## src/rtl/bs_pkg.sv

```systemverilog
// Shared definitions for the burst address sequencer.
// Assumes: the order encoding matches the order_ilv pin (1 = interleaved).
package bs_pkg;
    typedef enum logic {
        ORD_LINEAR     = 1'b0,
        ORD_INTERLEAVE = 1'b1
    } order_e;
endpackage

```

## src/rtl/bs_addr_latch.sv

```systemverilog
// Holds the upper address bits and the low start bits of the current burst.
// Assumes: load is already the OR of both strobes; reset is synchronous.
module bs_addr_latch #(
    parameter int ADDR_W = 16,
    parameter int BEAT_W = 2,
    localparam int UPPER_W = ADDR_W - BEAT_W
) (
    input  logic              clk,
    input  logic              rst_n,
    input  logic              load,
    input  logic [ADDR_W-1:0] ext_addr,
    output logic [UPPER_W-1:0] upper_q,
    output logic [BEAT_W-1:0] start_q
);
    // Capture the external address when a burst begins.
    always_ff @(posedge clk) begin
        if (!rst_n) begin
            upper_q <= '0;
            start_q <= '0;
        end else if (load) begin
            upper_q <= ext_addr[ADDR_W-1:BEAT_W];
            start_q <= ext_addr[BEAT_W-1:0];
        end
    end
endmodule

```

## src/rtl/bs_beat_ctr.sv

```systemverilog
// Beat counter: it clears on load and wraps naturally at 2**BEAT_W.
// Assumes: load has priority over step.
module bs_beat_ctr #(
    parameter int BEAT_W = 2
) (
    input  logic              clk,
    input  logic              rst_n,
    input  logic              load,
    input  logic              step,
    output logic [BEAT_W-1:0] beat_q
);
    // Clear on reset or load, advance on step, otherwise hold.
    always_ff @(posedge clk) begin
        if (!rst_n || load) begin
            beat_q <= '0;
        end else if (step) begin
            beat_q <= beat_q + 1'b1;
        end
    end
endmodule

```

## src/rtl/bs_low_map.sv

```systemverilog
// Maps the start bits and the beat count to the low address bits.
// Assumes: purely combinational; the order input is already registered.
module bs_low_map #(
    parameter int BEAT_W = 2
) (
    input  bs_pkg::order_e    order,
    input  logic [BEAT_W-1:0] start,
    input  logic [BEAT_W-1:0] beat,
    output logic [BEAT_W-1:0] low
);
    logic [BEAT_W-1:0] ilv_bits;
    logic [BEAT_W-1:0] lin_bits;

    // Interleaved: one XOR per bit, built by the generate loop.
    for (genvar i = 0; i < BEAT_W; i++) begin : g_ilv
        assign ilv_bits[i] = start[i] ^ beat[i];
    end

    // Linear: modular add, where truncation gives the wrap.
    assign lin_bits = start + beat;

    // Select the order that the registered mode asks for.
    always_comb begin
        if (order == bs_pkg::ORD_INTERLEAVE) low = ilv_bits;
        else                                 low = lin_bits;
    end
endmodule

```

## src/rtl/burst_addr_seq.sv

```systemverilog
// Top level of the burst address sequencer.
// Assumes: the controller has already qualified the strobes with the chip
// enables; order_ilv is quasi-static and is registered here.
module burst_addr_seq #(
    parameter int ADDR_W = 16,
    parameter int BEAT_W = 2
) (
    input  logic              clk,
    input  logic              rst_n,
    input  logic              load_a,
    input  logic              load_b,
    input  logic              step,
    input  logic              order_ilv,
    input  logic [ADDR_W-1:0] ext_addr,
    output logic [ADDR_W-1:0] cur_addr,
    output logic [BEAT_W-1:0] beat
);
    localparam int UPPER_W = ADDR_W - BEAT_W;

    logic              load;
    logic [UPPER_W-1:0] upper_q;
    logic [BEAT_W-1:0] start_q;
    logic [BEAT_W-1:0] low;
    bs_pkg::order_e    order_q;

    // Either strobe starts a burst.
    assign load = load_a | load_b;

    // Sample the order pin each cycle; reset selects interleaved.
    always_ff @(posedge clk) begin
        if (!rst_n) order_q <= bs_pkg::ORD_INTERLEAVE;
        else        order_q <= bs_pkg::order_e'(order_ilv);
    end

    bs_addr_latch #(.ADDR_W(ADDR_W), .BEAT_W(BEAT_W)) u_latch (
        .clk      (clk),
        .rst_n    (rst_n),
        .load     (load),
        .ext_addr (ext_addr),
        .upper_q  (upper_q),
        .start_q  (start_q)
    );

    bs_beat_ctr #(.BEAT_W(BEAT_W)) u_ctr (
        .clk    (clk),
        .rst_n  (rst_n),
        .load   (load),
        .step   (step),
        .beat_q (beat)
    );

    bs_low_map #(.BEAT_W(BEAT_W)) u_map (
        .order (order_q),
        .start (start_q),
        .beat  (beat),
        .low   (low)
    );

    // Assemble the output address.
    assign cur_addr = {upper_q, low};
endmodule

```

## config.mk

```make
export PLATFORM = sky130hd
export DESIGN_NAME = burst_addr_seq
export DESIGN_NICKNAME = d
export VERILOG_FILES = /design/src/rtl/bs_pkg.sv /design/src/rtl/bs_addr_latch.sv /design/src/rtl/bs_beat_ctr.sv /design/src/rtl/bs_low_map.sv /design/src/rtl/burst_addr_seq.sv
export SDC_FILE = /design/constraint.sdc
export NUM_CORES = 1
export LEC_CHECK = 0
export BUFFER_PORTS_ARGS = -buffer_cell sky130_fd_sc_hd__buf_2
export CAP_MARGIN = 20
export CORE_ASPECT_RATIO = 1.2
export CORE_MARGIN = 5
export CORE_UTILIZATION = 49
export CTS_BUF_LIST = sky130_fd_sc_hd__clkbuf_4 sky130_fd_sc_hd__clkbuf_8
export DETAILED_ROUTE_END_ITERATION = 7
export PLACE_DENSITY = 0.86
export SLEW_MARGIN = 20
export SYNTH_ARGS = -nofsm -noshare
export SYNTH_HDL_FRONTEND = slang
export SYNTH_HIERARCHICAL = 1
export SYNTH_SLANG_ARGS = --single-unit
```

## constraint.sdc

```tcl
create_clock -name clk -period 1.74 [get_ports clk]
set_clock_uncertainty 0.05 [all_clocks]
set_input_delay 0.087 -clock clk [delete_from_list [all_inputs] [get_ports clk]]
set_output_delay 0.087 -clock clk [all_outputs]
set_load 0.02 [all_outputs]
```

==> results.cfg <==
[run_status]
run_status = finished, final reports clean

[clock_tree]
h-tree-depth = 1
clk_pin_slew_worst_paths_ps = 100
clockBufferDepth = 2
cts_root_buffer = clkbuf_4
post_cts_resized = 0
clkLatencyLatePin_ps = 280
cts.sinks = 19
ctsHoldBuffers = 1
tritoncts.num_buffers = 3
postcts_setup_bufs = 0
tritoncts_clock_tree = built

[sta]
holdWs_ps = 5.28
timing.final.hold_violations = 0
fin_tns_setup_ps = 0
timing.fmax_mhz = 683
timing.slew.headroom_pct = 39.8
final.min_clock_period_ps = 1460
maxSlewViolCount = 0
final_min_period_over_clock_period_pct = 84.2
rsz0062_at_grt = no
setup_violations = 0
final_worst_setup_slack_ps = 276
timing_worst_slew_pin_value_ps = 903

[detailed_routing]
ant_nets = 0
routed_wirelength_um = 1360
detailroute.via_count = 569
router_iterations_before_antenna_repair = 3
drt_iter0_markers = 3
drt_drc_violations_left = 0
route.detailed.vias_per_inst = 4.59
detail_route.wl_per_cell_um = 10.9

[grt]
grtUsageTotal_pct = 12.3
wire_length_of_the_first_global_routing_pass_um = 2200
first_global_vias = 558
grt-ovfl-total = 0
maximum_number_of_pins_on_one_net_before_global_route_repair = 19
antenna_found_initial = 0

[hold_path]
min_path_type = input pin to register
whs_path_depth = 3

[placed_design]
placement.setup.worst_slack_ps = 352
dpl.cell_count = 119
gp_routability_congestion = 0.621
dp.final_hpwl_um = 1030
number_of_port_buffers = 39
post_dp_cell_area_um2 = 951

[power]
power.leakage_nw = 0.542
total_power_mw = 0.841
ir_drop_mv = 0.636
power.density_nw_per_um2 = 849

[critical_path]
worstPathMaxFanout = 5
slowest_delay_ps = 420
r2r.worst_path.cells = 2
endpoint_kind = primary output
timing.critical_path.cells = ha_1 -> nor2b_1 -> xnor2_1 -> buf_2
worstPathRequired_ps = 1600
cp_data_arrival_time_ps = 1330
worst_setup_path_start_kind = register
slowest_cell_on_the_critical_path = dfxtp_1
criticalPathCategory = register to primary output

[layout]
n_antenna_cell = 0
multi_input_area_um2 = 354
area.sequential_um2 = 380
areaGrowthSynthToFinish_pct = 28.8
post_layout_nonfiller_instances = 124
finalInstanceArea_um2 = 991
fillCellCount = 99
layout.nets = 131
post_route_cells_drive_above_1_share_pct = 41.1
post-route-util_pct = 67.7

[synthesis]
ys_ff_latch = 19
synthCells = 66
yosys.cell_types.count = 14
synthDominantAreaCellType = dfxtp_1
ys_seq_area_share_pct = 49.4
synth_nets = 89
synth-warning-count = 6
ys_top_cells_by_area = dfxtp_1, mux2i_1, nor2b_1, xnor2_1, buf_12
synthDominantCellAreaShare_pct = 49.4
mappedNetlistArea_um2 = 769
syn_area_per_cell_um2 = 11.7

[floorplanning]
vert_die_dim_um = 53.4
io-pin-count = 40
rows = 15
die_area_um2 = 2470
core_area_um2 = 1460
start_util_pct = 52.6
die_w_um = 46.2

[job]
timing.max_cap.violations = 0
layer usage:
metal	track usage [%]	share of wire [%]	vias to the layer above
met2	19.5	43	32
met3	4.08	13	0
li1	-	-	296
met4	4.27	0	0
met5	0	0	-
met1	15.2	44	241
flip-flops by register name, summed over array words and instances, names as in the netlist:
| name | count |
|---|---|
| u_latch/start_q | 2 |
| u_latch/upper_q | 14 |
| u_ctr/beat_q | 2 |
| order_q | 1 |
final timing paths:
kind | from | end | slack, ps
max | u_ctr/beat_q[0]$_SDFFE_PP0P_ | cur_addr[1] | 280
min | ext_addr[6] | u_latch/upper_q[4]$_SDFFE_PN0P_ | 5
max reg2reg | u_ctr/beat_q[1]$_SDFFE_PP0P_ | u_ctr/beat_q[1]$_SDFFE_PP0P_ | 920
min reg2reg | u_latch/upper_q[2]$_SDFFE_PN0P_ | u_latch/upper_q[2]$_SDFFE_PN0P_ | 470
power by group:
part           switching [mW]  internal [mW]  leakage [nW]  total (mW)
clock network           0.121          0.104        0.0184       0.225
registers              0.0123          0.461         0.157       0.473
logic                  0.0751         0.0684         0.366       0.144
synthesized netlist by cell type:
cell type	n
nand3b_1	1
a21bo_1	1
ha_1	1
dfxtp_1	19
buf_6	1
or2_1	1
a21oi_2	1
nand2b_1	2
clkbuf_1	1
nor2b_1	17
mux2i_1	16
buf_12	1
nor2_1	1
xnor2_1	3
cell type report:
cell class / instances / share of cell area [%]
timing repair buffer: 40 / 20.7
tap: 17 / 2.15
sequential: 19 / 38.4
multi-input combinational: 44 / 35.7
clock buffer: 4 / 3.03
worst max-delay path, delay by kind of cell, from the launching register on:
| kind | cells | cell delay, ps |
|---|---|---|
| AND/OR/NAND/NOR | 1 | 150 |
| flip-flops | 1 | 420 |
| adder cells (fa/ha/maj) | 1 | 170 |
| XOR/XNOR | 1 | 130 |
| buffers and inverters | 1 | 180 |
cell usage in the layout, fill, tap and decap left out, drive strengths merged:
master and count:
a21bo 1, mux2i 16, nand2b 2, ha 1, buf 39, dlygate4sd3 1
a21oi 1, or2 1, nand3b 1, xnor2 3, dfxtp 19, clkbuf 4
nor2 1, nor2b 17
cell families (layout without fill, tap and decap cells):
kind of cell	count (synthesis)	count (layout)	share of synthesized area [%]
AND/OR/NAND/NOR	22	22	17.7
AO/OA/AOI/OAI	2	2	2.44
adder cells (fa/ha/maj)	1	1	1.63
buffers and inverters	3	44	4.55
flip-flops	19	19	49.4
multiplexers	16	16	20.8
XOR/XNOR	3	3	3.42
(Power assumes the default switching activity.)
